$ cat config.mk
export PLATFORM = sky130hd
export DESIGN_NAME = bitop_bus_seq
export DESIGN_NICKNAME = d
export VERILOG_FILES = /design/src/rtl/bitop_bus_seq.sv
export SDC_FILE = /design/constraint.sdc
export NUM_CORES = 1
export LEC_CHECK = 0
export BUFFER_PORTS_ARGS = -buffer_cell sky130_fd_sc_hd__buf_4
export CAP_MARGIN = 0
export CORE_MARGIN = 5
export CORE_UTILIZATION = 50
export CTS_CLUSTER_SIZE = 24
export DETAILED_ROUTE_END_ITERATION = 6
export PLACE_DENSITY = 0.82
export SYNTH_ARGS = -nofsm -noshare
export SYNTH_HDL_FRONTEND = slang
export SYNTH_SLANG_ARGS = --single-unit
export TNS_END_PERCENT = 10
$ cat constraint.sdc
create_clock -name clk -period 2.5 [get_ports clk]
set_input_delay 0.125 -clock clk [delete_from_list [all_inputs] [get_ports clk]]
set_output_delay 0.125 -clock clk [all_outputs]
set_load 0.03 [all_outputs]
$ cat src/rtl/bitop_bus_seq.sv
module bitop_bus_seq #(
  parameter int POS_W = 3
) (
  input  logic       clk,
  input  logic       rst_n,
  input  logic       start,
  input  logic [2:0] ea_mode,
  input  logic [2:0] ea_reg,
  input  logic [1:0] acc_size,
  input  logic       imm_bitno,
  input  logic       ready,
  output logic       mc_valid,
  output logic [1:0] mc_code,
  output logic       step_we,
  output logic [2:0] step_amt,
  output logic       step_dec,
  output logic       done
);
  localparam logic [1:0] C_IDLE = 2'd0, C_RD = 2'd1, C_FETCH = 2'd2, C_WR = 2'd3;
  localparam logic [2:0] M_DREG = 3'd0, M_IND = 3'd1, M_PINC = 3'd2, M_PDEC = 3'd3,
                         M_D16 = 3'd4, M_IDX = 3'd5, M_ABSW = 3'd6, M_ABSL = 3'd7;

  logic             busy, fin;
  logic [2:0]       mode_q, reg_q;
  logic [1:0]       size_q;
  logic             imm_q;
  logic [POS_W-1:0] pos;
  logic [POS_W-1:0] body_pos;
  logic [POS_W-1:0] body_len;
  logic [1:0]       body_code;
  logic             last;

  assign body_pos = pos - POS_W'(imm_q);

  always_comb begin
    case (mode_q)
      M_DREG:        body_len = POS_W'(2);
      M_IND, M_PINC: body_len = POS_W'(3);
      M_PDEC, M_D16,
      M_ABSW:        body_len = POS_W'(4);
      default:       body_len = POS_W'(5);
    endcase
  end

  always_comb begin
    body_code = C_IDLE;
    case (mode_q)
      M_DREG: body_code = (body_pos == 0) ? C_FETCH : C_IDLE;
      M_IND, M_PINC:
        case (body_pos)
          POS_W'(0): body_code = C_RD;
          POS_W'(1): body_code = C_FETCH;
          default:   body_code = C_WR;
        endcase
      M_PDEC:
        case (body_pos)
          POS_W'(0): body_code = C_IDLE;
          POS_W'(1): body_code = C_RD;
          POS_W'(2): body_code = C_FETCH;
          default:   body_code = C_WR;
        endcase
      M_D16, M_ABSW:
        case (body_pos)
          POS_W'(1): body_code = C_RD;
          POS_W'(3): body_code = C_WR;
          default:   body_code = C_FETCH;
        endcase
      M_IDX:
        case (body_pos)
          POS_W'(0): body_code = C_IDLE;
          POS_W'(2): body_code = C_RD;
          POS_W'(4): body_code = C_WR;
          default:   body_code = C_FETCH;
        endcase
      default:
        case (body_pos)
          POS_W'(2): body_code = C_RD;
          POS_W'(4): body_code = C_WR;
          default:   body_code = C_FETCH;
        endcase
    endcase
  end

  assign last     = (pos == body_len - POS_W'(1) + POS_W'(imm_q));
  assign mc_valid = busy;
  assign mc_code  = !busy ? C_IDLE : (imm_q && pos == 0) ? C_FETCH : body_code;
  assign done     = fin;

  assign step_dec = (mode_q == M_PDEC);
  assign step_amt = (size_q[1])              ? 3'd4 :
                    (size_q[0])              ? 3'd2 :
                    (reg_q == 3'd7)          ? 3'd2 : 3'd1;
  assign step_we  = (fin && mode_q == M_PINC) ||
                    (busy && ready && mode_q == M_PDEC && pos == POS_W'(imm_q));

  always_ff @(posedge clk) begin
    if (!rst_n) begin
      busy   <= 1'b0;
      fin    <= 1'b0;
      pos    <= '0;
      mode_q <= M_DREG;
      reg_q  <= 3'd0;
      size_q <= 2'd0;
      imm_q  <= 1'b0;
    end else begin
      fin <= 1'b0;
      if (busy) begin
        if (ready) begin
          if (last) begin
            busy <= 1'b0;
            fin  <= 1'b1;
            pos  <= '0;
          end else begin
            pos <= pos + POS_W'(1);
          end
        end
      end else if (!fin && start) begin
        busy   <= 1'b1;
        pos    <= '0;
        mode_q <= ea_mode;
        reg_q  <= ea_reg;
        size_q <= acc_size;
        imm_q  <= imm_bitno;
      end
    end
  end
endmodule

==> results of run 1 <==
[flip-flops by register name, indices dropped and copies added (netlist names)]
name and flops:
done 1, imm_q 1, mc_valid 1, mode_q 3
pos 3, reg_q 3, size_q 2
[worst max-delay path, delay by kind of cell, from the launching register on]
kind            cells  cell delay (ns)
compound gates      3             0.58
fa+ha+maj           2             0.42
flops               1             0.38
buf+inv             2             0.29
xor+xnor            1             0.25
[placed cells by master (no fill, tap or decap), types with 2 or more instances in the layout]
master     n
a211oi_1   2
a21oi_1   12
a31oi_1    2
and2_1     3
and3_1     2
buf_4     23
clkbuf_4   3
dfxtp_1   13
ha_1       6
inv_1      8
nand2_1   21
nand3_1    3
nand4_1    2
nand4b_1   2
nor2_1     2
nor2b_1    2
o21ai_0    5
xnor2_1    5
[through the flow]
step | hold slack [ns] | total power (W)
final | 0.09723 | 0.0005400
after global routing | 0.09047 | 0.0005767
after global placement | 0.3719 | 0.0004173
after detailed placement | 0.3843 | 0.0004208
after floorplan | 0.2610 | 0.0003710
after CTS | 0.08719 | 0.0005445
[how the worst max path moves through the flow]
stage | end | slack (ns) | cells after the start
floorplan | mc_code[1] | 0.16 | 7
global placement | mc_code[1] | 0.42 | 8
detailed placement | mc_code[1] | 0.39 | 8
CTS | mc_code[1] | 0.08 | 8
global route | mc_code[1] | 0.04 | 8
finish | mc_code[1] | 0.18 | 8
[metal layers]
layer | vias to the layer above | global-route usage | share of wire
met4 | 0 | 0.03830 | 0
li1 | 434 | - | -
met3 | 0 | 0.03419 | 0.076
met5 | - | 0 | 0
met2 | 27 | 0.2531 | 0.50
met1 | 388 | 0.2142 | 0.43
[area by class of cell]
type                       count  area, um2  share of cell area
tap                           25      31.28             0.02851
timing repair buffer          23      172.7              0.1574
inverter                       8      30.03             0.02737
clock buffer                   3      22.52             0.02052
multi-input combinational     84      559.3              0.5097
sequential                    14      281.5              0.2566
[report_power, final]
part | total [W] | leakage [nW] | internal (W) | switching (W)
Sequential | 0.000248 | 0.115 | 0.000236 | 0.0000123
Combinational | 0.000169 | 0.331 | 0.0000753 | 0.0000942
Clock | 0.000122 | 0.0138 | 0.0000557 | 0.0000667
[logic make-up (layout without fill, tap and decap cells)]
logic type | after synthesis | count (layout) | share of synthesized area
mux | 1 | 1 | 0.01120
fa+ha+maj | 6 | 6 | 0.08403
simple gates | 41 | 41 | 0.2367
compound gates | 30 | 30 | 0.2143
buf+inv | 15 | 34 | 0.07282
flops | 14 | 14 | 0.3137
xor+xnor | 6 | 6 | 0.06723
==> run summary, run 1 <==
The post-synthesis sequential area ratio is 0.3137. The startpoint identified for the worst register-to-register timing path is mode_q[1]$_SDFFE_PN0P_. For the global placement routability congestion, the log shows 0.8088.

The run gives 0 as the number of antenna cells inserted. The total track usage came out at 0.1579. The commonest cells after synthesis are nand2_1 (21), dfxtp_1 (14), a21oi_1 (12). The HPWL after detailed placement was 1478 um; the post-route core utilization was 0.6425. The number of enable flip-flop cells after synthesis was 0. For this design the top-level I/O count stands at 22. The clock tree buffer depth came out at 2. The post-layout minimum cycle time works out to 2.321 ns.

For this run, the post-layout net count is 153. The region available for standard cell placement spans 1708 um2. The headroom to the max-slew limit is 0.7227, and the clock sink count is 14. Full die area: 2732 um2.

The critical path is of the reg -> out type. The delay of the slowest cell on the worst path was 0.38 ns; the highest fanout seen on the critical path was 8. The total wire length was 1910 um.

Among all stages on the critical path, the largest delay is contributed by dfxtp_2. Detailed routing inserted a total of 849 vias. The setup TNS is 0 ns, and the final worst clock skew is 0.004782 ns. For the pin with the worst max-slew slack, the measured transition is 0.4148 ns. The tree is rooted in a clkbuf_4. For this design the ratio of total power to cell area is 492.1 nW/um2. The depth of the most critical reg-to-reg path is 8. Setup repair after global routing left no endpoint under its margin.

The startpoint of the lowest-slack hold path was ea_reg[0]. Cell area after placement: 1062 um2. The run gives 132 as the net count after synthesis. The async set-reset flop share out of synthesis was 0; the via count of the first global-routing pass was 759. With fillers left out, the area of the finished cells amounts to 1097 um2. The average via count per standard cell is 5.408, and the max capacitance violation total is 0. Counting instances, the worst hold path has a depth of 3. Dividing the detail-routed wire length by the instance count gives 12.17 um.

Share of the clock period used by the worst path after layout: 0.9285. The number of max-slew violations in the final report was 0. The area share of the largest cell type after synthesis is 0.3137, and the signed area change from the synthesized netlist to the final layout is 22.83%. The horizontal die dimension was 52.27 um; the total of warnings raised by yosys was 0. By instance count, the cell type seen most on the critical path is ha_1. The data required time of the worst path came out at 2.38 ns.

The detailed router finished its first iteration with 27 violations. OpenSTA, run right after detailed placement, puts the worst setup slack at 0.3889 ns. In this run the critical register-to-register path is captured at pos[2]$_SDFFE_PN0P_. In the post-synthesis netlist, the cell with the most instances is nand2_1. After global routing the overflow that remains totals 0. By area the synthesized netlist is led by dfxtp_1 (31%), nand2_1 (8.8%), ha_1 (8.4%), a21oi_1 (6.7%), xnor2_1 (4.9%). Setup violations remaining at the end of the flow were counted as 0. The hold violation total from the final report was 0. In the routed design, unresolved DRC markers number 0. Counting tap cells, the placed design contains a total of 154 instances. The critical path goes through inv_1, ha_1, ha_1, xnor2_4, a311o_1, a211oi_2, a311oi_1, buf_4.

The CTS H-tree depth is 1. For the maximum number of pins on one net before global-route repair, the log shows 13. STA classifies the critical path endpoint as an output port.

The critical path data arrival time came out at 2.20 ns. The pre-antenna-repair detailed-routing pass consisted of 4 iterations. The clock-pin slew reported for the worst setup and hold paths after clock tree synthesis is 0.08 ns, and the maximum clock frequency is 0.4308 GHz. The finished layout holds 157 standard cells, fillers aside. The run finished with clean final reports. End point of the worst hold path: reg_q[0]$_SDFFE_PN0P_. For the hold buffer count at cts, the log shows 0. In this run the cell area of the synthesized design comes to 893.4 um2. In this run the worst setup path begins at pos[0]$_SDFFE_PN0P_. Worst min-delay path class: in -> reg. For the clock buffer count from CTS, the log shows 3. Dividing the synthesized area by the synthesized cell count gives 7.906 um2.

TritonCTS built the clock tree. The number of I/O port buffers is 21. The number of filler instances in the final layout was 153. The synthesized design contains 14 register bits.

The first global-routing pass estimated 3298 um of wire. Critical path launch point type: a flop. The fraction of final layout cells sized beyond drive strength 1 was 0.2348; the initial cell density of the core was 0.5231.

The tools report the quantity of gates resized following cts as 0. The number of nets with antenna violations after routing came out at 0. Dominant cell type by area after synthesis: dfxtp_1.

For the post-synthesis cell type count, the log shows 34. For the number of antenna violations at the first check in global routing, the log shows 0. In this run the core area contains 15 standard-cell rows. Buffers added to address setup during post-CTS repair amount to 0. The worst supply voltage drop on vdd was 0.3440 mV; the vertical extent of the die was 52.27 um. The clock latency on the worst-skew pair was 0.27 ns; the number of standard cells after synthesis was 113. The worst path meets setup with 0.1789 ns of slack. For the leakage power figure, the log shows 0.4598 nW. Among all flip-flop cells after synthesis, the most frequent one is dfxtp_1. Across all register-to-register paths, the minimum setup slack is 0.39 ns.
Power figures use the tool's default switching activity.
==> run 2: changes to the inputs <==
--- a/config.mk
+++ b/config.mk
@@ -7,11 +7,14 @@
 export LEC_CHECK = 0
 export BUFFER_PORTS_ARGS = -buffer_cell sky130_fd_sc_hd__buf_4
 export CAP_MARGIN = 0
+export CELL_PAD_IN_SITES_DETAIL_PLACEMENT = 2
+export CELL_PAD_IN_SITES_GLOBAL_PLACEMENT = 2
 export CORE_MARGIN = 5
-export CORE_UTILIZATION = 50
+export CORE_UTILIZATION = 29
 export CTS_CLUSTER_SIZE = 24
 export DETAILED_ROUTE_END_ITERATION = 6
-export PLACE_DENSITY = 0.82
+export PLACE_DENSITY = 0.83
+export SKIP_CTS_REPAIR_TIMING = 1
 export SYNTH_ARGS = -nofsm -noshare
 export SYNTH_HDL_FRONTEND = slang
 export SYNTH_SLANG_ARGS = --single-unit
==> run summary, run 2 (same netlist as run 1, synthesis figures left out) <==
The flow ran to the end, and the final reports show no timing, DRC or antenna violations. Power spent charging and discharging nets: 0.0001893 W (+9.3%). The data required time of the worst path is 2.38 ns (about the same). The number of I/O port buffers was 21 (unchanged). The internal portion of total power was 0.0003976 W (+8.4%); the number of nets with antenna violations after routing was 0 (unchanged). Highest routed metal layer: met4.

The run gives 1 (unchanged) as the CTS H-tree depth. The leakage power figure came out at 0.4563 nW (-0.74%). The first-pass GRT wire length was 4595 um (+39%). The combinational power share is 0.290 (-0.024), and the proportion of total power due to net switching is 0.3226 (+0.001736). For the post-route core utilization, the log shows 0.3683 (-0.2742). The global placement routability congestion was 0.7736 (-4.4%); the horizontal die dimension was 65.50 um (+25%). The full die area is 4290 um2 (+57%), and the clock share of power is 0.280 (+0.053).

The library cells used most frequently in the layout, excluding fill and tap cells, are nand2_1 (21), buf_4 (21), dfxtp_1 (13). The routed wire length per instance is 16.63 um (+37%), and the maximum number of pins on one net before global-route repair is 13 (unchanged). The reg2reg setup slack came out at 0.26 ns (-0.13 ns). The run gives 2.24 ns (+0.04 ns) as the critical path data arrival time. Highest fanout seen on the critical path: 8 (unchanged). The run gives 0 (unchanged) as the number of remaining DRC errors.

The clock latency on the worst-skew pair came out at 0.28 ns (about the same). Clock tree buffer depth: 2 (unchanged). The run gives 20 (+5) as the number of rows created at floorplan. The max capacitance violation total is 0 (unchanged).

Vertical extent of the die: 65.50 um (+25%). For the worst supply voltage drop on vdd, the log shows 0.2222 mV (-35%). The post-placement cell count is 160 (+3.9%), and the count of cells along the worst hold path is 3 (unchanged).

The wire length on met1 came out at 1207 um (+48%). The tools report the clock root buffer as clkbuf_4. The tools report the clock sink count as 14 (unchanged). The worst setup path is launched from a flop.

The number of max-slew violations in the final report is 0 (unchanged), and the count of final setup violators is 0 (unchanged). Slew of the pin with the lowest slew margin: 0.4565 ns (+0.04166 ns). The run gives 0.6948 (-0.02785) as the headroom to the max-slew limit. In this run the critical register-to-register path is captured at pos[2]$_SDFFE_PN0P_. The run gives 0.08922 ns (-0.008004 ns) as the worst hold slack. The tools report the type of destination of the critical path as an output port. The number of antenna cells inserted came out at 0 (unchanged).

For the portion of total power attributed to sequential cells, the log shows 0.431 (-0.028). The count of boundary I/O pins is 22 (unchanged). The largest registers in the layout are mode_q: 3 flops, pos: 3 flops, reg_q: 3 flops.

The met3 wirelength from detailed routing is 102 um (-30%), and the total wire length is 2727 um (+43%). The setup TNS is 0 ns (unchanged). The area growth from synthesis to layout is 23.81%. The count of vias placed by the detailed router came out at 873 (+2.8%). The first-pass iteration count of the detailed router is 4 (unchanged), and the combined area of the multi-input logic cells is 559.3 um2 (unchanged).

TritonCTS built the clock tree. HPWL after detailed placement: 2109 um (+43%). The initial cell density of the core was 0.2975 (-0.2256); the number of filler instances in the final layout was 352 (+130%).

In this run the worst hold path is classified as in -> reg. Setup repair after global routing left no endpoint under its margin. The core area was 3003 um2 (+76%); the ratio of total power to cell area was 530.6 nW/um2 (+7.8%).

Total track usage: 0.1380 (-0.01986). The total length of routed met2 wires came out at 1403 um (+48%). The fraction of final layout cells sized beyond drive strength 1 came out at 0.2290 (-0.005841). The worst register-to-register path begins at mode_q[1]$_SDFFE_PN0P_.

The clock buffer count from CTS was 3 (unchanged). The class of the most critical setup path is reg -> out. The post-layout minimum cycle time is 2.363 ns (+0.04199 ns). The tools report the sum of overflow across all layers after global routing as 0 (unchanged).

The hold violation total from the final report is 0 (unchanged), and the number of nets in the finished design is 151 (-1.3%). For the number of non-filler instances in the completed layout, the log shows 164 (+4.5%). The final worst clock skew was 0.007295 ns (+0.002513 ns). The depth of the most critical reg-to-reg path is 8 (unchanged).

The tools report the via count of the first global-routing pass as 1004 (+32%). End point of the worst hold path: reg_q[1]$_SDFFE_PN0P_. For the initial detailed-routing violation count, the log shows 17 (-37%).

The tools report the number of antenna violations at the first check in global routing as 0 (unchanged). The logs give 0.0005869 W (+8.7%) for the final total power and 0.4232 GHz (-1.8%) for the maximum clock frequency. The share of the clock period used by the worst path after layout came out at 0.9453 (+0.01680). The startpoint identified for the worst hold timing path is ea_reg[1]. The clock-pin slew reported for the worst setup and hold paths after clock tree synthesis was 0.09 ns (about the same); the average via count per standard cell was 5.323 (-1.6%). Area taken by flip-flops and latches: 281.5 um2 (unchanged).
run 2: changes by cell type in the layout (fill, tap and decap cells not counted):
cell and delta:
buf_4 -2, clkbuf_8 +1
run 2: metal layers:
metal  vias up  global-route usage
li1        436                   -
met1       417              0.1620
met2        18              0.2503
met3         2             0.02393
met4         0             0.04663
met5         -                   0
run 2: final cells by class:
class,count,share of cell area
timing repair buffer,21,0.1425
multi-input combinational,84,0.5057
clock buffer,4,0.03281
sequential,14,0.2545
inverter,8,0.02715
tap,33,0.03733
run 2: power by group through the flow:
stage,Clock (W),Combinational [W],Sequential (W)
6_report,0.000164,0.000170,0.000253
5_1_grt,0.000179,0.000189,0.000255
4_1_cts,0.000173,0.000171,0.000253
3_5_place_dp,0,0.000169,0.000258
3_3_place_gp,0,0.000161,0.000257
2_1_floorplan,0,0.000118,0.000253
run 2: worst max-delay path by stage:
stage | from | endpoint | slack [ns]
floorplan | pos[0]$_SDFFE_PN0P_ | mc_code[1] | 0.16
global route | mode_q[1]$_SDFFE_PN0P_ | pos[2]$_SDFFE_PN0P_ | 0.006
global placement | pos[0]$_SDFFE_PN0P_ | mc_code[1] | 0.40
detailed placement | mode_q[1]$_SDFFE_PN0P_ | pos[2]$_SDFFE_PN0P_ | 0.29
CTS | pos[0]$_SDFFE_PN0P_ | mc_code[1] | -0.02
finish | pos[0]$_SDFFE_PN0P_ | mc_code[1] | 0.14
run 2: worst max-delay path, cell delays in order (launching register included):
cell,delay (ns)
dfxtp_2,0.38
inv_1,0.08
ha_1,0.19
ha_1,0.25
xnor2_4,0.27
a311o_1,0.22
a211oi_2,0.06
a311oi_1,0.30
buf_4,0.22
run 2: through the flow:
stage                     instance area (um2)  setup WS, ns
after floorplan                         893.4        0.1563
after global placement                   1057        0.4010
after detailed placement                 1057        0.2886
after CTS                                1094      -0.02007
after global routing                     1106      0.005539
final                                    1106        0.1369
